## src/rtl/it_cond_seq.sv

```systemverilog
module it_cond_seq #(
  parameter int CW = 4,
  parameter int SW = 8
) (
  input  logic          clk,
  input  logic          rst_n,
  input  logic [3:0]    flags_i,
  input  logic          start_i,
  input  logic [CW-1:0] start_cond_i,
  input  logic [1:0]    len_i,
  input  logic [2:0]    else_i,
  input  logic          retire_i,
  input  logic          branch_i,
  input  logic          load_i,
  input  logic [SW-1:0] load_state_i,
  output logic [SW-1:0] state_o,
  output logic          in_blk_o,
  output logic [CW-1:0] cur_cond_o,
  output logic          pass_o,
  output logic          err_o
);
  localparam logic [CW-1:0] ALWAYS = 4'hE;

  logic [SW-1:0] st_q, st_d, st_new;
  logic          err_q, err_d;
  logic [2:0]    used;
  logic [2:0]    lsb;
  logic          illegal, active, last;

  assign active = |st_q[3:0];
  assign last   = active && (st_q[2:0] == 3'b000);

  always_comb begin
    case (len_i)
      2'd0:    used = 3'b000;
      2'd1:    used = 3'b001;
      2'd2:    used = 3'b011;
      default: used = 3'b111;
    endcase
  end

  assign illegal = (start_cond_i == ALWAYS) && |(else_i & used);
  assign lsb     = {3{start_cond_i[0]}} ^ else_i;

  always_comb begin
    st_new[7:5] = start_cond_i[3:1];
    case (len_i)
      2'd0:    st_new[4:0] = {start_cond_i[0], 4'b1000};
      2'd1:    st_new[4:0] = {start_cond_i[0], lsb[0], 3'b100};
      2'd2:    st_new[4:0] = {start_cond_i[0], lsb[0], lsb[1], 2'b10};
      default: st_new[4:0] = {start_cond_i[0], lsb[0], lsb[1], lsb[2], 1'b1};
    endcase
  end

  always_comb begin
    st_d  = st_q;
    err_d = 1'b0;
    if (load_i) begin
      st_d = load_state_i;
    end else if (start_i) begin
      if (illegal) err_d = 1'b1;
      else         st_d  = st_new;
    end else if (retire_i && active) begin
      if (branch_i && !last) begin
        st_d  = '0;
        err_d = 1'b1;
      end else if (last) begin
        st_d = '0;
      end else begin
        st_d = {st_q[7:5], st_q[3:0], 1'b0};
      end
    end
  end

  always_ff @(posedge clk or negedge rst_n) begin
    if (!rst_n) begin
      st_q  <= '0;
      err_q <= 1'b0;
    end else begin
      st_q  <= st_d;
      err_q <= err_d;
    end
  end

  function automatic logic eval(input logic [3:0] c, input logic [3:0] f);
    logic n, z, cy, v;
    {n, z, cy, v} = f;
    case (c)
      4'd0:  eval = z;
      4'd1:  eval = !z;
      4'd2:  eval = cy;
      4'd3:  eval = !cy;
      4'd4:  eval = n;
      4'd5:  eval = !n;
      4'd6:  eval = v;
      4'd7:  eval = !v;
      4'd8:  eval = cy && !z;
      4'd9:  eval = !cy || z;
      4'd10: eval = (n == v);
      4'd11: eval = (n != v);
      4'd12: eval = !z && (n == v);
      4'd13: eval = z || (n != v);
      default: eval = 1'b1;
    endcase
  endfunction

  assign state_o    = st_q;
  assign in_blk_o   = active;
  assign cur_cond_o = active ? st_q[7:4] : ALWAYS;
  assign pass_o     = active ? eval(st_q[7:4], flags_i) : 1'b1;
  assign err_o      = err_q;
endmodule

```

## config.mk

```make
export PLATFORM = sky130hd
export DESIGN_NAME = it_cond_seq
export DESIGN_NICKNAME = d
export VERILOG_FILES = /design/src/rtl/it_cond_seq.sv
export SDC_FILE = /design/constraint.sdc
export NUM_CORES = 1
export LEC_CHECK = 0
export ABC_AREA = 1
export BUFFER_PORTS_ARGS = -buffer_cell sky130_fd_sc_hd__buf_2
export CORE_ASPECT_RATIO = 1.25
export CORE_MARGIN = 4
export CORE_UTILIZATION = 45
export CTS_BUF_LIST = sky130_fd_sc_hd__clkbuf_4 sky130_fd_sc_hd__clkbuf_8
export DETAILED_ROUTE_END_ITERATION = 10
export PLACE_DENSITY = 0.87
export SLEW_MARGIN = 20
export SYNTH_ARGS = -nofsm -noshare
export SYNTH_HDL_FRONTEND = slang
export SYNTH_SLANG_ARGS = --single-unit
```

## constraint.sdc

```tcl
create_clock -name clk -period 1.4 [get_ports clk]
set_input_delay 0.28 -clock clk [delete_from_list [all_inputs] [get_ports clk]]
set_output_delay 0.28 -clock clk [all_outputs]
set_load 0.1 [all_outputs]
```

==> flow_metrics.py, run 1 <==
metrics = {
    "clock_tree": {
        "ctsRootBufferMaster": "clkbuf_4",
        "cts_buffers": 3,
        "cts_max_path_buffers": 2,
        "htree_levels": 1,
        "clkSinkCount": 9,
    },
    "synth": {
        "synthTopCellsByArea": "nand2_1, dfrtp_1, nand3_1",
        "syn-num-nets": 189,
        "syn_area_sq_um": 913,
        "seq_area_frac_synth_pct": 24.7,
        "yosys.area.top_type": "nand2_1",
        "synth_warnings": 0,
        "netlist.area_leader.share_pct": 32.1,
        "avgSynthCellArea_sq_um": 5.64,
        "ys_ff_latch": 9,
        "syn_inst": 162,
        "synth.distinct_cells": 21,
    },
    "placement": {
        "dp_hpwl_um": 2500,
        "dp_cells": 234,
        "place_congestion": 0.925,
        "port_buffers": 41,
        "place_area_sq_um": 1500,
    },
    "status": {
        "stop_error": "[ERROR DPL-0038] Utilization greater than 100%, impossible to legalize",
        "status": "aborted with a tool error",
        "lastStage": "global routing",
    },
    "global_route": {
        "grt_max_degree": 11,
    },
    "die": {
        "start_util_pct": 49.4,
        "die_w_um": 48.3,
        "die_h_um": 58.4,
        "row_count": 17,
        "ios": 42,
    },
    "sta": {
        "endpoint_type": "top-level output",
        "grt-worst-endpoint": "pass_o",
    },
}
==> logic make-up after synthesis <==
logic type                count (synthesis)  share of synthesized area (%)
buffers and inverters                    22                           10.3
DFF                                       9                           24.7
xor gates and xnor gates                  1                          0.959
AOI/OAI and AO/OA                         9                           5.48
and+or+nand+nor                         121                           58.6
==> cell usage after synthesis (all sizes together) <==
library cell   n
or2            1
nand4          3
a22oi          1
a21oi          4
inv           20
nand3         15
clkbuf         1
dfrtp          9
buf            1
nor2          18
o31ai          1
nand2         84
xnor2          1
o21ai          3
==> per-stage QoR <==
stage | setup WS (ns) | setup TNS [ns]
2_1_floorplan | -0.358 | -2.56
3_3_place_gp | -0.116 | -0.116
3_5_place_dp | -0.261 | -0.261
4_1_cts | -0.418 | -2.14
==> what timing repair did <==
item | CTS
hold endpoints to repair | 9
endpoints found under the setup margin | 7
pin swaps | 8
hold buffers | 1
resized for setup | 26
setup buffers | 4
==> run 2: changes to the inputs <==
==> config.mk (replaced) <==
export PLATFORM = sky130hd
export DESIGN_NAME = it_cond_seq
export DESIGN_NICKNAME = d
export VERILOG_FILES = /design/src/rtl/it_cond_seq.sv
export SDC_FILE = /design/constraint.sdc
export NUM_CORES = 1
export LEC_CHECK = 0
export ABC_AREA = 1
export BUFFER_PORTS_ARGS = -buffer_cell sky130_fd_sc_hd__buf_2
export CORE_AREA = 4 4 65 67
export DETAILED_ROUTE_END_ITERATION = 10
export DIE_AREA = 0 0 69 71
export PLACE_DENSITY_LB_ADDON = 0.15
export SLEW_MARGIN = 20
export SYNTH_ARGS = -nofsm -noshare
export SYNTH_HDL_FRONTEND = slang
export SYNTH_SLANG_ARGS = --single-unit
==> flow_metrics.py, run 2 <==
metrics = {
    "worst_setup_path": {
        "cp.required_ns": 1.12,
        "critPathLaunch": "state_o[5]",
        "end_kind": "output pin",
        "critPathKind": "reg2out",
        "start_kind": "flop",
        "r2r_slack_ns": -0.11,
        "rr_startpoint": "state_o[0]",
        "cp.arrival_ns": 1.46,
        "crit_path_max_fanout": 5,
        "rr_worst_depth": 10,
        "rr_endpoint": "state_o[2]",
    },
    "layout": {
        "layout_commonest_cell": "nand2_1",
        "finalInstanceArea_sq_um": 1840,
        "fin_nets": 253,
        "final_cell_mix": "nand2_1, buf_2, nand2_2",
        "largest_reg_flops": 8,
        "drive_above_1_share_pct": 54.7,
        "n_antenna_cell": 0,
        "layout-area-overhead-vs-synth_pct": 101,
    },
    "global_route": {
        "grt_pass1_vias": 1154,
        "grt_usage_pct": 11.6,
        "overflow": 0,
        "grt_pass1_wl_um": 4680,
        "antenna_found_initial": 0,
        "grt_max_degree": 11,
    },
    "route": {
        "drtAntennaViolNets": 0,
        "detail_route.first_pass.iterations": 4,
        "routedWlPerCell_um": 10.6,
        "drc": 0,
        "vias": 1166,
        "viasPerCell": 4.27,
        "drt_iter0_drc": 31,
        "totalWireLength_um": 2890,
    },
    "die": {
        "start_util_pct": 25.1,
        "die_h_um": 71,
        "core-area_sq_um": 3630,
        "die-area_sq_um": 4900,
        "die_w_um": 69,
        "row_count": 22,
        "ios": 42,
    },
    "status": {
        "status": "complete, but fails checks",
        "failed_checks": "setup timing",
    },
    "clock_tree": {
        "cts_max_path_buffers": 2,
        "cts_buffers": 3,
        "ctsRootBufferMaster": "clkbuf_8",
        "insertion_delay_ns": 0.23,
        "clk_pin_slew_worst_paths_ns": 0.04,
        "clkSinkCount": 9,
        "cts_tree": "done",
        "htree_levels": 1,
    },
    "synth": {
        "ys_ff_latch": 9,
        "synth_common_cells": "nand2_1, inv_1, nor2_1, nand3_1, dfrtp_1",
        "synthArstFlopShare_pct": 100,
        "synth_warnings": 0,
        "avgSynthCellArea_sq_um": 5.64,
        "seq_area_frac_synth_pct": 24.7,
        "synthTopCellsByArea": "nand2_1, dfrtp_1, nand3_1",
        "syn_area_sq_um": 913,
        "synth_ff_type": "dfrtp_1",
        "syn_inst": 162,
        "synth.distinct_cells": 21,
        "netlist.area_leader.share_pct": 32.1,
        "synth_edf_count": 0,
        "yosys.area.top_type": "nand2_1",
        "syn-num-nets": 189,
        "yosysMostFrequentCell": "nand2_1",
    },
    "sta": {
        "worst_pin_slew_ns": 0.492,
        "final_hold_viol_count": 0,
        "rsz0062_at_grt": "yes",
        "final_max_slew_viol_count": 0,
        "relSlewSlack_pct": 67.4,
        "setup_viol": 14,
        "skew_ns": 0.000850,
        "finalCritPeriodShare_pct": 124,
        "layout_setup_ws_ns": -0.342,
        "fmax_mhz": 574,
        "fin_setup_tns_ns": -1.73,
        "fin_crit_ns": 1.74,
    },
    "placement": {
        "place_area_sq_um": 1550,
        "place_ws_ns": -0.152,
        "port_buffers": 41,
        "place_congestion": 0.887,
        "dp_hpwl_um": 2310,
    },
    "pwr": {
        "cellPowerDensity_nw_per_um2": 1110,
        "leakage_nw": 0.933,
        "finalPower_w": 0.00203,
        "ir_drop_mv": 0.561,
    },
    "hold_path": {
        "hold_start": "load_state_i[0]",
        "min_to": "state_o[0]",
        "min_path_type": "in2reg",
        "whs_path_depth": 3,
    },
    "run": {
        "drv_cap": 0,
    },
}
## run 2: worst max path at each step
stage,end,slack (ns)
5_1_grt,pass_o,-0.41
6_report,pass_o,-0.34
3_3_place_gp,pass_o,-0.13
2_1_floorplan,pass_o,-0.36
4_1_cts,pass_o,-0.34
3_5_place_dp,pass_o,-0.15
## run 2: timing repair
action                                 4_1_cts  5_1_grt
gates resized for setup                     28       29
buffers inserted                             2        3
setup endpoints to repair                    6       14
hold buffers                                 1        0
endpoints found under the hold margin        9        0
pin swaps                                   11       11
## run 2: where the power goes
| part | switching, W | internal [W] | leakage [nW] |
|---|---|---|---|
| Sequential | 0.0000382 | 0.000307 | 0.104 |
| Clock | 0.000103 | 0.000198 | 0.0228 |
| Combinational | 0.000859 | 0.000529 | 0.807 |
| Total | 0.00100 | 0.00103 | 0.933 |
## run 2: cells by family after synthesis
kind of cell,synth area share (%)
AOI/OAI and AO/OA,5.48
xor gates and xnor gates,0.959
buffers and inverters,10.3
DFF,24.7
and+or+nand+nor,58.6
## run 2: metrics by stage
step                      hold slack, ns  util, %  std cells
after floorplan                  -0.0156        -        162
after global placement             0.146     42.6        264
after detailed placement           0.145     42.6        264
after CTS                          0.353     47.3        271
after global routing               0.368     50.6        273
final                              0.346     50.6        273
## run 2: worst max-delay path, cell delays in order, from the launching register on
cell     delay (ns)
dfrtp_4        0.50
inv_4          0.09
buf_6          0.10
nand3_1        0.08
a21oi_2        0.16
nor2_4         0.06
nand2_4        0.07
buf_12         0.16
## run 2: layout make-up
| type | instances | area [sq um] |
|---|---|---|
| well taps | 48 | 60.1 |
| repair buffers | 61 | 594 |
| inverters | 20 | 85.1 |
| flip-flops and latches | 9 | 253 |
| clock buffers | 4 | 45.0 |
| multi-input cells | 131 | 802 |
| fillers | 380 | 1790 |
## run 2: per-layer routing
layer | track usage [%] | wire [um] | vias to the layer above
li1 | - | - | 627
met1 | 13.6 | 1210 | 511
met2 | 20.8 | 1540 | 26
met3 | 2.98 | 128 | 2
met4 | 3.25 | 8 | 0
met5 | 0 | 0 | -
Note: power is estimated with default switching activity, not from simulation.
==> run 3: changes to the inputs <==
--- a/config.mk
+++ b/config.mk
@@ -6,10 +6,10 @@
 export NUM_CORES = 1
 export LEC_CHECK = 0
 export ABC_AREA = 1
-export BUFFER_PORTS_ARGS = -buffer_cell sky130_fd_sc_hd__buf_2
 export CORE_AREA = 4 4 65 67
 export DETAILED_ROUTE_END_ITERATION = 10
 export DIE_AREA = 0 0 69 71
+export DONT_BUFFER_PORTS = 1
 export PLACE_DENSITY_LB_ADDON = 0.15
 export SLEW_MARGIN = 20
 export SYNTH_ARGS = -nofsm -noshare
==> flow_metrics.py, run 3 (same netlist as run 2, synthesis figures left out) <==
metrics = {
    "status": {
        "status": "complete, but fails checks",
        "failed_checks": "setup timing",
    },
    "clock_tree": {
        "htree_levels": 1,
        "cts_max_path_buffers": 2,
        "clkSinkCount": 9,
        "clk_pin_slew_worst_paths_ns": 0.04,
        "cts_tree": "done",
        "insertion_delay_ns": 0.23,
        "ctsRootBufferMaster": "clkbuf_8",
        "cts_buffers": 3,
    },
    "pwr": {
        "ir_drop_mv": 0.604,
        "cellPowerDensity_nw_per_um2": 1200,
        "leakage_nw": 0.753,
    },
    "placement": {
        "dp_cells": 230,
        "place_congestion": 0.884,
        "dp_hpwl_um": 2340,
        "port_buffers": 0,
    },
    "die": {
        "core-area_sq_um": 3630,
        "ios": 42,
        "die_h_um": 71,
        "die-area_sq_um": 4900,
        "row_count": 22,
        "die_w_um": 69,
        "start_util_pct": 25.1,
    },
    "route": {
        "detail_route.first_pass.iterations": 4,
        "routedWlPerCell_um": 12.2,
        "drt_iter0_drc": 83,
        "vias": 1099,
        "totalWireLength_um": 2920,
        "drtAntennaViolNets": 0,
        "viasPerCell": 4.58,
        "drc": 0,
    },
    "worst_setup_path": {
        "max_stage_delay_ns": 0.51,
        "crit_path_max_fanout": 7,
        "rr_startpoint": "state_o[0]",
        "critPathKind": "reg2out",
        "cp_cell_sequence": "inv_4 > nand2_2 > nand2_1 > nand2_1 > nand3_2 > nand2_2 > nor2_4 > nand2_8",
        "crit_family": "simple AND/OR/NAND/NOR gates",
        "end_kind": "output pin",
        "start_kind": "flop",
        "cp.required_ns": 1.12,
        "rr_endpoint": "state_o[2]",
        "cp_slowest_cell": "dfrtp_4",
        "r2r_slack_ns": 0.02,
        "cp.arrival_ns": 1.48,
        "rr_worst_depth": 9,
        "cp_num_buf_inv": 1,
    },
    "sta": {
        "final_hold_viol_count": 0,
        "worst_pin_slew_ns": 0.412,
        "fmax_mhz": 567,
        "setup_viol": 6,
        "layout_setup_ws_ns": -0.363,
        "hold_slack_ns": 0.234,
        "fin_crit_ns": 1.76,
        "fin_setup_tns_ns": -1.31,
        "relSlewSlack_pct": 72.5,
        "finalCritPeriodShare_pct": 126,
        "rsz0062_at_grt": "yes",
        "skew_ns": 0.00261,
        "final_max_slew_viol_count": 0,
    },
    "global_route": {
        "antenna_found_initial": 0,
        "grt_usage_pct": 12.4,
        "grt_pass1_wl_um": 5020,
        "grt_pass1_vias": 1127,
        "overflow": 0,
        "grt_max_degree": 11,
    },
    "layout": {
        "fin_nets": 220,
        "multi_input_area_sq_um": 776,
        "layout_commonest_cell": "nand2_1",
        "fin_util_pct": 41.9,
        "fill_cells": 385,
        "final_cell_mix": "nand2_1, buf_4, inv_1",
        "drive_above_1_share_pct": 43.8,
        "largest_reg_flops": 8,
        "layout-area-overhead-vs-synth_pct": 66.6,
        "ff_latch_area_sq_um": 253,
        "n_antenna_cell": 0,
        "stdcell_count": 240,
    },
    "hold_path": {
        "hold_start": "branch_i",
        "min_to": "err_o",
        "whs_path_depth": 2,
        "min_path_type": "in2reg",
    },
    "run": {
        "drv_cap": 0,
    },
}
-- run 3: per-stage QoR --
stage	cell area [sq um]	worst slack, ns	total power [W]
floorplan	1010	-0.358	0.00112
global placement	1260	-0.153	0.00135
detailed placement	1260	-0.200	0.00136
CTS	1410	-0.310	0.00177
global route	1520	-0.435	0.00193
finish	1520	-0.363	0.00183
-- run 3: power by group --
group | switching (W) | internal (W)
clock | 0.000104 | 0.000199
combinational | 0.000804 | 0.000376
sequential | 0.0000433 | 0.000307
-- run 3: what timing repair did --
item / 4_1_cts / 5_1_grt
buffers inserted: 1 / 4
endpoints found under the hold margin: 9 / 0
setup endpoints to repair: 10 / 10
pin swaps: 9 / 12
hold buffers: 1 / 0
resized for setup: 23 / 20
-- run 3: worst max path at each step --
stage / start / to / slack (ns) / cells past startpoint
detailed placement: state_o[5] / pass_o / -0.20 / 8
CTS: state_o[7] / pass_o / -0.31 / 8
floorplan: state_o[0] / pass_o / -0.36 / 7
global route: state_o[5] / pass_o / -0.43 / 8
global placement: state_o[5] / pass_o / -0.15 / 8
finish: state_o[5] / pass_o / -0.36 / 8
-- run 3: per-layer routing --
layer	global-route usage [%]	part of all wire (%)
met1	13.2	40
met2	23.0	53
met3	4.83	6.8
met4	2.60	0.44
met5	0	0
-- run 3: cell type report --
class	count	share of cell area [%]
well taps	48	3.95
inverters	20	5.59
repair buffers	28	19.9
multi-input cells	131	51.0
flip-flops and latches	9	16.6
clock buffers	4	2.96
==> run 4: changes to the inputs <==
--- a/config.mk
+++ b/config.mk
@@ -11,6 +11,8 @@
 export DIE_AREA = 0 0 69 71
 export DONT_BUFFER_PORTS = 1
 export PLACE_DENSITY_LB_ADDON = 0.15
+export REMOVE_ABC_BUFFERS = 1
+export SKIP_CTS_REPAIR_TIMING = 1
 export SLEW_MARGIN = 20
 export SYNTH_ARGS = -nofsm -noshare
 export SYNTH_HDL_FRONTEND = slang
==> flow_metrics.py, run 4 (same netlist as run 2, synthesis figures left out) <==
metrics = {
    "pwr": {
        "pwr-share-comb_pct": 64.6,
        "cellPowerDensity_nw_per_um2": 1230,
        "p_clk_share_pct": 17.2,
        "finalPower_w": 0.00176,
        "p_sw_w": 0.000884,
        "p_seq_share_pct": 18.2,
        "p_int_w": 0.000871,
        "ir_drop_mv": 0.706,
        "switching_share_pct": 50.4,
        "leakage_nw": 0.769,
    },
    "placement": {
        "dp_hpwl_um": 2210,
        "port_buffers": 0,
        "dp_cells": 234,
        "place_congestion": 0.747,
    },
    "sta": {
        "final_hold_viol_count": 0,
        "layout_setup_ws_ns": -0.357,
        "setup_viol": 6,
        "rsz0062_at_grt": "yes",
        "fmax_mhz": 569,
        "finalCritPeriodShare_pct": 125,
        "worst_pin_slew_ns": 0.401,
        "relSlewSlack_pct": 73.2,
        "skew_ns": 0.00289,
        "final_max_slew_viol_count": 0,
        "fin_setup_tns_ns": -1.49,
        "fin_crit_ns": 1.76,
    },
    "route": {
        "drtAntennaViolNets": 0,
        "routedWlPerCell_um": 11.2,
        "viasPerCell": 4.53,
        "drc": 0,
        "vias": 1101,
        "totalWireLength_um": 2710,
        "detail_route.first_pass.iterations": 4,
        "drt_iter0_drc": 54,
    },
    "worst_setup_path": {
        "cp_cell_sequence": "buf_6 > nand2_2 > nand3_1 > nand3_1 > nand2_2 > nor2_1 > nand2_1 > buf_12",
        "cp.arrival_ns": 1.48,
        "start_kind": "flop",
        "cp.required_ns": 1.12,
        "crit_family": "flip-flops",
        "max_stage_delay_ns": 0.46,
        "end_kind": "output pin",
        "critPathKind": "reg2out",
        "cp_slowest_cell": "dfrtp_2",
        "crit_path_max_fanout": 6,
        "cp_num_buf_inv": 2,
    },
    "layout": {
        "fin_util_pct": 39.2,
        "fin_nets": 223,
        "stdcell_count": 243,
        "drive_above_1_share_pct": 32.3,
        "ff_latch_area_sq_um": 226,
        "n_antenna_cell": 0,
        "multi_input_area_sq_um": 658,
        "largest_reg_flops": 8,
        "fill_cells": 416,
        "layout_commonest_cell": "nand2_1",
        "final_cell_mix": "nand2_1, inv_1, buf_4",
        "layout-area-overhead-vs-synth_pct": 56.0,
    },
    "clock_tree": {
        "ctsRootBufferMaster": "clkbuf_8",
        "cts_buffers": 3,
        "clk_pin_slew_worst_paths_ns": 0.05,
        "cts_tree": "done",
        "insertion_delay_ns": 0.23,
        "htree_levels": 1,
        "cts_max_path_buffers": 2,
        "clkSinkCount": 9,
    },
    "die": {
        "die_w_um": 69,
        "ios": 42,
        "row_count": 22,
        "die-area_sq_um": 4900,
        "die_h_um": 71,
        "start_util_pct": 25.1,
        "core-area_sq_um": 3630,
    },
    "run": {
        "drv_cap": 0,
    },
    "status": {
        "status": "complete, but fails checks",
        "failed_checks": "setup timing",
    },
    "global_route": {
        "overflow": 0,
        "grt_max_degree": 11,
        "grt_usage_pct": 10.9,
        "grt_pass1_wl_um": 4530,
        "grt_pass1_vias": 1075,
        "antenna_found_initial": 0,
    },
    "hold_path": {
        "min_path_type": "in2reg",
    },
}
[run 4: changes by cell type in the layout (fill, tap and decap cells not counted), sizes merged]
cell,previous run,this run
buf,27,30
[run 4: worst register-to-register path, stage by stage, from the launching register on]
cell     delay [ns]
dfrtp_1        0.38
nor2_2         0.14
nand2_2        0.13
buf_6          0.14
nand2_4        0.06
nand2_4        0.09
nand2_8        0.10
inv_4          0.04
nand2_1        0.06
nand2_1        0.05
[run 4: final timing paths]
check / depth (start not counted) / endpoint / slack [ns] / from
hold reg to reg: 2 / state_o[7] / 0.52 / state_o[7]
setup reg to reg: 9 / state_o[4] / 0.09 / state_o[0]
hold / removal: 2 / err_o / 0.24 / retire_i
setup / recovery: 8 / pass_o / -0.36 / state_o[5]
min in group asynchronous: 1 / state_o[0] / 0.41 / rst_n
max in group asynchronous: 1 / state_o[5] / 0.68 / rst_n
[run 4: area by class of cell]
type                       count  share of cell area (%)
multi-input combinational    131                    46.2
tap                           48                    4.21
timing repair buffer          31                    24.8
clock buffer                   4                    3.16
inverter                      20                    5.79
sequential                     9                    15.9
[run 4: power by group through the flow]
stage / logic [W] / clock network [W] / registers [W]
3_5_place_dp: 0.000983 / 0 / 0.000316
2_1_floorplan: 0.000471 / 0 / 0.000544
3_3_place_gp: 0.000980 / 0 / 0.000316
6_report: 0.00113 / 0.000301 / 0.000320
4_1_cts: 0.000985 / 0.000309 / 0.000312
5_1_grt: 0.00120 / 0.000334 / 0.000326
[run 4: metal layers]
metal  part of all wire [%]  GRT usage (%)  vias up
li1                       -              -      567
met1                     40           12.4      497
met2                     51           19.0       33
met3                    8.1           4.40        4
met4                   0.77           2.60        0
met5                      0              0        -
[run 4: stage by stage]
stage                     hold WS [ns]  setup WS [ns]  cell area (sq um)
after floorplan                -0.0156          -1.84                897
final                            0.239         -0.357               1430
after global routing             0.244         -0.487               1430
after global placement         -0.0153        -0.0872               1190
after CTS                       -0.261         -0.363               1240
after detailed placement       -0.0153         -0.113               1190
